[config.mk]
export PLATFORM = sky130hd
export DESIGN_NAME = prof_detrend
export DESIGN_NICKNAME = d
export VERILOG_FILES = /design/src/rtl/prof_pkg.sv /design/src/rtl/prof_buf.sv /design/src/rtl/seq_div.sv /design/src/rtl/amp_track.sv /design/src/rtl/prof_detrend.sv
export SDC_FILE = /design/constraint.sdc
export NUM_CORES = 2
export LEC_CHECK = 0
export ABC_CLOCK_PERIOD_IN_PS = 37000
export BUFFER_PORTS_ARGS = -buffer_cell sky130_fd_sc_hd__buf_2
export CORE_MARGIN = 10
export CORE_UTILIZATION = 30
export CTS_CLUSTER_DIAMETER = 30
export DETAILED_ROUTE_END_ITERATION = 8
export GPL_ROUTABILITY_DRIVEN = 1
export HOLD_SLACK_MARGIN = 0.03
export PLACE_DENSITY = 0.43
export SLEW_MARGIN = 20
export SYNTH_ARGS = -nofsm -noshare
export SYNTH_HDL_FRONTEND = slang
export SYNTH_SLANG_ARGS = --single-unit
[constraint.sdc]
create_clock -name clk -period 37 [get_ports clk]
set_input_delay 3.7 -clock clk [delete_from_list [all_inputs] [get_ports clk]]
set_output_delay 3.7 -clock clk [all_outputs]
set_load 0.01 [all_outputs]
[src/rtl/prof_pkg.sv]
package prof_pkg;

  typedef enum logic [2:0] {
    ST_IDLE, ST_LOAD, ST_DIVM, ST_COV, ST_DIVS, ST_EMIT, ST_AMP
  } prof_state_t;

  // doubled centred index: 2*i - (len-1)
  function automatic int centred_idx(int idx, int len);
    return 2 * idx - len + 1;
  endfunction

  // sum over i of (2i-(len-1))^2, closed form
  function automatic int var2_of(int len);
    return (len * (len * len - 1)) / 3;
  endfunction

endpackage

[src/rtl/prof_buf.sv]
module prof_buf #(
  parameter int PIX_W   = 8,
  parameter int MAX_LEN = 32,
  localparam int ADR_W  = (MAX_LEN > 1) ? $clog2(MAX_LEN) : 1
) (
  input  logic             clk,
  input  logic             wr_en,
  input  logic [ADR_W-1:0] wr_addr,
  input  logic [PIX_W-1:0] wr_data,
  input  logic [ADR_W-1:0] rd_addr,
  output logic [PIX_W-1:0] rd_data
);
  logic [PIX_W-1:0] mem [MAX_LEN];

  always_ff @(posedge clk) begin
    if (wr_en) mem[wr_addr] <= wr_data;
  end

  assign rd_data = mem[rd_addr];
endmodule

[src/rtl/seq_div.sv]
module seq_div #(
  parameter int W = 30,
  localparam int CW = $clog2(W + 1)
) (
  input  logic         clk,
  input  logic         rst_n,
  input  logic         go,
  input  logic [W-1:0] num,
  input  logic [W-1:0] den,
  output logic         busy,
  output logic         done,
  output logic [W-1:0] quo,
  output logic [W-1:0] rem
);
  logic [W-1:0]  quo_q, rem_q, den_q, num_q;
  logic [CW-1:0] cnt_q;
  logic          busy_q, done_q, den_zero;
  logic [W:0]    shifted, diff;
  logic          take;

  assign den_zero = (den_q == '0);
  assign shifted  = {rem_q, quo_q[W-1]};
  assign diff     = shifted - {1'b0, den_q};
  assign take     = den_zero | ~diff[W];

  always_ff @(posedge clk or negedge rst_n) begin
    if (!rst_n) begin
      quo_q <= '0; rem_q <= '0; den_q <= '0; num_q <= '0;
      cnt_q <= '0; busy_q <= 1'b0; done_q <= 1'b0;
    end else begin
      done_q <= 1'b0;
      if (go && !busy_q) begin
        quo_q  <= num;
        num_q  <= num;
        den_q  <= den;
        rem_q  <= '0;
        cnt_q  <= CW'(W);
        busy_q <= 1'b1;
      end else if (busy_q) begin
        rem_q <= take ? diff[W-1:0] : shifted[W-1:0];
        quo_q <= {quo_q[W-2:0], take};
        cnt_q <= cnt_q - CW'(1);
        if (cnt_q == CW'(1)) begin
          busy_q <= 1'b0;
          done_q <= 1'b1;
        end
      end
    end
  end

  assign busy = busy_q;
  assign done = done_q;
  assign quo  = quo_q;
  assign rem  = rem_q;


  div_exact_chk: assert property (@(posedge clk) disable iff (!rst_n)
    done_q && !den_zero |->
      ((2*W)'(quo_q) * (2*W)'(den_q) + (2*W)'(rem_q) == (2*W)'(num_q)) && (rem_q < den_q));


  div_sat_chk: assert property (@(posedge clk) disable iff (!rst_n)
    done_q && den_zero |-> (&quo_q));
endmodule

[src/rtl/amp_track.sv]
module amp_track #(
  parameter int W = 20
) (
  input  logic                clk,
  input  logic                rst_n,
  input  logic                clr,
  input  logic                upd,
  input  logic signed [W-1:0] val,
  output logic        [W-1:0] amp
);
  logic signed [W-1:0] min_q, max_q;
  logic                seen_q;
  logic        [W:0]   span;

  always_ff @(posedge clk or negedge rst_n) begin
    if (!rst_n) begin
      min_q <= '0; max_q <= '0; seen_q <= 1'b0;
    end else if (clr) begin
      seen_q <= 1'b0;
      min_q  <= '0;
      max_q  <= '0;
    end else if (upd) begin
      seen_q <= 1'b1;
      if (!seen_q || val < min_q) min_q <= val;
      if (!seen_q || val > max_q) max_q <= val;
    end
  end

  assign span = {max_q[W-1], max_q} - {min_q[W-1], min_q};
  assign amp  = span[W:1];


  minmax_order_chk: assert property (@(posedge clk) disable iff (!rst_n)
    seen_q |-> (min_q <= max_q));
endmodule

[src/rtl/prof_detrend.sv]
module prof_detrend
  import prof_pkg::*;
#(
  parameter int PIX_W   = 8,
  parameter int FRAC_W  = 8,
  parameter int MAX_LEN = 32,
  parameter int OUT_W   = PIX_W + FRAC_W + 4
) (
  input  logic             clk,
  input  logic             rst_n,
  input  logic             in_valid,
  output logic             in_ready,
  input  logic             in_start,
  input  logic             in_last,
  input  logic [PIX_W-1:0] in_pix,
  output logic             out_valid,
  input  logic             out_ready,
  output logic [OUT_W-1:0] out_data,
  output logic             out_is_amp,
  output logic             busy
);
  localparam int CNT_W  = $clog2(MAX_LEN + 1);
  localparam int ADR_W  = (MAX_LEN > 1) ? $clog2(MAX_LEN) : 1;
  localparam int U_W    = CNT_W + 2;
  localparam int DIV_W  = PIX_W + FRAC_W + 2 * CNT_W + 2;
  localparam int PROD_W = DIV_W + U_W + 4;

  prof_state_t state_q;
  logic [CNT_W-1:0]        len_q, idx_q, cnt_next;
  logic [DIV_W-1:0]        sum_q, mean_q;
  logic signed [DIV_W-1:0] cov_q;
  logic signed [DIV_W:0]   slope_q;
  logic                    div_go_q;

  // named internal events
  logic accept_beat, closing_beat, idx_at_end, emit_fire, amp_fire;
  logic div_busy, div_done;
  logic [DIV_W-1:0] div_num, div_den, div_quo, div_rem;
  logic [PIX_W-1:0] rd_pix;
  logic [ADR_W-1:0] wr_addr;

  // arithmetic views
  logic signed [U_W-1:0]    u_cur;
  logic signed [PROD_W-1:0] pix_w, mean_w, slope_w, u_w, cov_term, d_wide;
  logic                     cov_neg;
  logic [DIV_W-1:0]         cov_mag;
  logic [OUT_W-1:0]         amp_val;
  logic signed [OUT_W-1:0]  d_val;

  assign in_ready     = (state_q == ST_IDLE) || (state_q == ST_LOAD);
  assign busy         = (state_q != ST_IDLE);
  assign accept_beat  = in_valid && in_ready && ((state_q == ST_LOAD) || in_start);
  assign cnt_next     = (state_q == ST_IDLE) ? CNT_W'(1) : len_q + CNT_W'(1);
  assign closing_beat = accept_beat && (in_last || cnt_next == CNT_W'(MAX_LEN));
  assign wr_addr      = (state_q == ST_IDLE) ? '0 : ADR_W'(len_q);
  assign idx_at_end   = (idx_q == len_q - CNT_W'(1));
  assign emit_fire    = (state_q == ST_EMIT) && out_ready;
  assign amp_fire     = (state_q == ST_AMP) && out_ready;

  prof_buf #(.PIX_W(PIX_W), .MAX_LEN(MAX_LEN)) u_buf (
    .clk(clk), .wr_en(accept_beat), .wr_addr(wr_addr), .wr_data(in_pix),
    .rd_addr(ADR_W'(idx_q)), .rd_data(rd_pix)
  );

  assign u_cur    = U_W'(centred_idx(int'(idx_q), int'(len_q)));
  assign u_w      = PROD_W'(u_cur);
  assign pix_w    = PROD_W'({rd_pix, {FRAC_W{1'b0}}});
  assign mean_w   = PROD_W'(mean_q);
  assign slope_w  = PROD_W'(slope_q);
  assign cov_term = u_w * (pix_w - mean_w);
  assign d_wide   = pix_w - mean_w - ((slope_w * u_w) >>> 1);
  assign d_val    = OUT_W'(d_wide);

  assign cov_neg  = cov_q[DIV_W-1];
  assign cov_mag  = cov_neg ? DIV_W'(-cov_q) : DIV_W'(cov_q);
  assign div_num  = (state_q == ST_DIVM) ? (sum_q << FRAC_W) : {cov_mag[DIV_W-2:0], 1'b0};
  assign div_den  = (state_q == ST_DIVM) ? DIV_W'(len_q) : DIV_W'(var2_of(int'(len_q)));

  seq_div #(.W(DIV_W)) u_div (
    .clk(clk), .rst_n(rst_n), .go(div_go_q), .num(div_num), .den(div_den),
    .busy(div_busy), .done(div_done), .quo(div_quo), .rem(div_rem)
  );

  amp_track #(.W(OUT_W)) u_amp (
    .clk(clk), .rst_n(rst_n),
    .clr((state_q == ST_DIVS) && div_done),
    .upd(emit_fire), .val(d_val), .amp(amp_val)
  );

  always_ff @(posedge clk or negedge rst_n) begin
    if (!rst_n) begin
      state_q <= ST_IDLE; len_q <= '0; idx_q <= '0; sum_q <= '0;
      mean_q <= '0; cov_q <= '0; slope_q <= '0; div_go_q <= 1'b0;
    end else begin
      div_go_q <= 1'b0;
      unique case (state_q)
        ST_IDLE, ST_LOAD: if (accept_beat) begin
          sum_q <= (state_q == ST_IDLE) ? DIV_W'(in_pix) : sum_q + DIV_W'(in_pix);
          len_q <= cnt_next;
          if (closing_beat) begin
            state_q  <= ST_DIVM;
            div_go_q <= 1'b1;
          end else begin
            state_q <= ST_LOAD;
          end
        end
        ST_DIVM: if (div_done) begin
          mean_q  <= div_quo;
          idx_q   <= '0;
          cov_q   <= '0;
          state_q <= ST_COV;
        end
        ST_COV: begin
          cov_q <= cov_q + DIV_W'(cov_term);
          if (idx_at_end) begin
            idx_q    <= '0;
            state_q  <= ST_DIVS;
            div_go_q <= 1'b1;
          end else begin
            idx_q <= idx_q + CNT_W'(1);
          end
        end
        ST_DIVS: if (div_done) begin
          slope_q <= cov_neg ? -$signed({1'b0, div_quo}) : $signed({1'b0, div_quo});
          idx_q   <= '0;
          state_q <= ST_EMIT;
        end
        ST_EMIT: if (out_ready) begin
          if (idx_at_end) state_q <= ST_AMP;
          else idx_q <= idx_q + CNT_W'(1);
        end
        ST_AMP: if (amp_fire) state_q <= ST_IDLE;
        default: state_q <= ST_IDLE;
      endcase
    end
  end

  assign out_valid  = (state_q == ST_EMIT) || (state_q == ST_AMP);
  assign out_is_amp = (state_q == ST_AMP);
  assign out_data   = (state_q == ST_AMP) ? amp_val : d_val;


  out_hold_chk: assert property (@(posedge clk) disable iff (!rst_n)
    out_valid && !out_ready |=> out_valid && $stable(out_data) && $stable(out_is_amp));


  ready_drop_chk: assert property (@(posedge clk) disable iff (!rst_n)
    $fell(in_ready) |-> $past(in_valid));


  len_bound_chk: assert property (@(posedge clk) disable iff (!rst_n)
    busy |-> (len_q != '0) && (len_q <= CNT_W'(MAX_LEN)));


  amp_sign_chk: assert property (@(posedge clk) disable iff (!rst_n)
    out_valid && out_is_amp |-> !out_data[OUT_W-1]);


  no_div_overlap_chk: assert property (@(posedge clk) disable iff (!rst_n)
    div_go_q |-> !div_busy && !in_ready);
endmodule

==> impl_results.md <==
* Post-DP HPWL at 94030 µm
* CORE AREA at 150000 µm²
* Seq/Total Area, Yosys at ~31%
* Area delta synth->final at 16.69%
* DIE HEIGHT at 408.4 µm
* Tot GR Track Use at roughly 15%
* Max Freq at 62.97 MHz
* CP Data Required Time at roughly 38 ns
* Post-layout net count at 5385
* CP peak stage delay at 0.71 ns
* Syn_nets at roughly 5300
* Top post-synthesis cells by area: edfxtp_1 (17%), fa_1 (15%), dfrtp_1 (14%)
* Hold-fix buffers at CTS at 0
* Routed WL per cell at 18.78 µm
* Skew-Pair Late Insertion Delay at 0.78 ns
* Post-route DRC at 0
* Vias in the first global route at around 35000
* Largest net degree at the start of global routing at 81
* Asr flop ratio synth at 50.10%
* Crit path launch type: register
* Min Clock Period, post-route at 15.88 ns
* Gr ovfl total at 0
* #FFs+latches synth at 513
* Slew @ Worst Pin at 1.212 ns
* Critical path's slowest cell: xnor2_4
* Clock transition at path regs at 0.05 ns
* Placer Congestion at approximately 0.80
* Cells resized by post-CTS repair at 0
* Port buffer count at 37
* Setup_tns at 0 ns
* CP dominant cell by count: fa_1
* Initial drt markers at roughly 1700
* Share of post-route cells with drive strength above 1 at 10.96%
* Layout Cells excl Fill at 6855
* Post-synth EDFFs at ~260
* ANT nets after route at 0
* Inst Count DP at 6590
* Global-route wire length before repair at 205600 µm
* Fin Hold WS at 0.4739 ns
* Pins over their slew limit at 0
* Drt total wl at 128800 µm
* Skew final at roughly 0.07 ns
* Routed met2 length at ~60000 µm
* Dominant cell type by area after synthesis: edfxtp_1
* Met3 Routed Length at 5693 µm
* Gate Count Post-Synth at between 4000 and 5000
* Via count at 33330
* H-tree depth at 4
* Max_cap viols at 0
* Final Setup Violations at 0
* Via/cell ratio at 4.862
* Period utilization at a little over two fifths
* Yosys warns at 0
* Commonest non-fill, non-tap cell in the layout: inv_1
* Most frequent cells in the layout: inv_1 (616), nand2_1 (463), fa_1 (335), ha_1 (314), nor2_1 (311)
* Crit path DAT at 16.46 ns
* Syn Area/Cell at 9.715 µm²
* Worst Setup End Kind: register
* Post-synth top area share at roughly 17%
* CP max FO at 27
* Pre-antenna DRT Iters at 5
* CTS Root Cell: clkbuf_16
* Yosys cell types at 110
* CTS Sinks at 513
* CP Class: reg2reg
* Die W at 408.4 µm
* Clock Tree Buf Depth at 3
* Initial antenna violation count at 5
* Highest routed layer: met5
* Floorplan row count at 142
* Most used DFF post-synth: dfrtp_1
* Fill cells at 15460
* Final Hold Fails at 0
* Synth Cell Area at about 45000 µm²
* Post-CTS Setup Bufs at 0
* CTS tree: built
* Status: finished clean
* Initial core utilization at 30.18%
* Die ar. at 166800 µm²
* RSZ-0062 raised after global routing: false
* Num CTS Buffers at around 140
* Detailed-routing wirelength on met1 at 61170 µm
* Slew margin rel. at a little under a fifth
* Hold crit path type: reg2reg
* I/O pin total at 38
-- layer usage --
metal | vias to the layer above | GRT usage (%)
met2 | 580 | 24.60
met5 | - | 0
met3 | 180 | 3.223
li1 | 15970 | -
met4 | 6 | 4.390
met1 | 16590 | 21.09
-- Yosys cell counts (18+ instances only) --
master and count:
inv_1 616, nand2_1 466, fa_1 336, ha_1 315
nor2_1 315, o21ai_0 278, dfrtp_1 257, edfxtp_1 256
xnor2_1 184, a21oi_1 170, clkbuf_1 158, and2_1 127
nand3_1 107, xor2_1 91, nor2b_1 88, mux4_2 81
nor3_1 73, nand2b_1 68, a21o_1 60, mux2i_1 46
mux2_2 40, o31ai_1 38, o21a_1 35, o21bai_1 28
a21boi_0 26, a31oi_1 26, nand4_1 24, or3_1 24
and3_1 21, o22ai_1 21, o211ai_1 19, a211oi_1 18
nor4_1 18, o21ai_1 18
-- worst max-delay path, delay by kind of cell, from the launching register on --
family	cells	cell delay [ns]
compound gates	18	4.31
buf+inv	7	1.07
mux	2	0.43
simple gates	11	3.56
xor+xnor	2	0.87
flops	1	0.32
fa+ha+maj	12	5.08
-- area by class of cell --
type                            count  area [µm²]  share of cell area (%)
Tap cell                         2016        2522                   4.777
Clock buffer                      192        3964                   7.506
Antenna cell                        2       5.005                0.009478
Inverter                          620        2327                   4.407
Timing Repair Buffer              100       668.1                   1.265
Sequential cell                   513       14130                   26.75
Multi-Input combinational cell   3341       28190                   53.39
Clock inverter                     71       998.5                   1.891
-- path summary, 6_finish.rpt --
| path | to | slack, ns | cells after the start | startpoint |
|---|---|---|---|---|
| worst max-delay path | u_div.den_q[14] | 21.12 | 52 | len_q[3] |
| worst min-delay path | slope_q[20] | 0.47 | 2 | slope_q[20] |
| worst max register to register | u_div.den_q[14] | 21.12 | 52 | len_q[3] |
| worst min register to register | slope_q[20] | 0.47 | 2 | slope_q[20] |
| max in group asynchronous | cov_q[2] | 32.50 | 2 | rst_n |
| min in group asynchronous | len_q[5] | 2.90 | 1 | rst_n |
-- state kept, by name (all words and copies together) (netlist names), 3 cells and up --
register     count
len_q            6
u_buf.mem      256
cov_q           30
u_amp.min_q     20
u_div.cnt_q      5
u_amp.max_q     20
state_q          3
sum_q           22
u_div.quo       30
slope_q         21
u_div.rem       30
mean_q          30
idx_q            6
u_div.den_q     30
-- metrics by stage --
| step | instance area, µm² | utilization [%] | worst slack, ns |
|---|---|---|---|
| CTS | 52790 | 35.20 | 21.05 |
| global route | 52800 | 35.21 | 20.04 |
| detailed placement | 47830 | 31.89 | 21.17 |
| floorplan | 45250 | - | 22.87 |
| finish | 52810 | 35.21 | 21.12 |
| global placement | 47820 | 31.89 | 21.32 |
-- cells by family (layout without fill, tap and decap cells) --
group | count (synthesis) | in the layout | synth area share [%]
AO/OA/AOI/OAI | 870 | 870 | 12.49
XOR/XNOR | 280 | 280 | 5.580
adder cells (fa/ha/maj) | 652 | 652 | 23.60
buffers and inverters | 804 | 983 | 6.760
flip-flops | 513 | 513 | 31.20
multiplexers | 167 | 167 | 6.044
other | 1 | 3 | 0.008287
AND/OR/NAND/NOR | 1371 | 1371 | 14.33
Power is not shown: default switching activity piles up to over one toggle a cycle in this logic, so the estimate is an artifact.
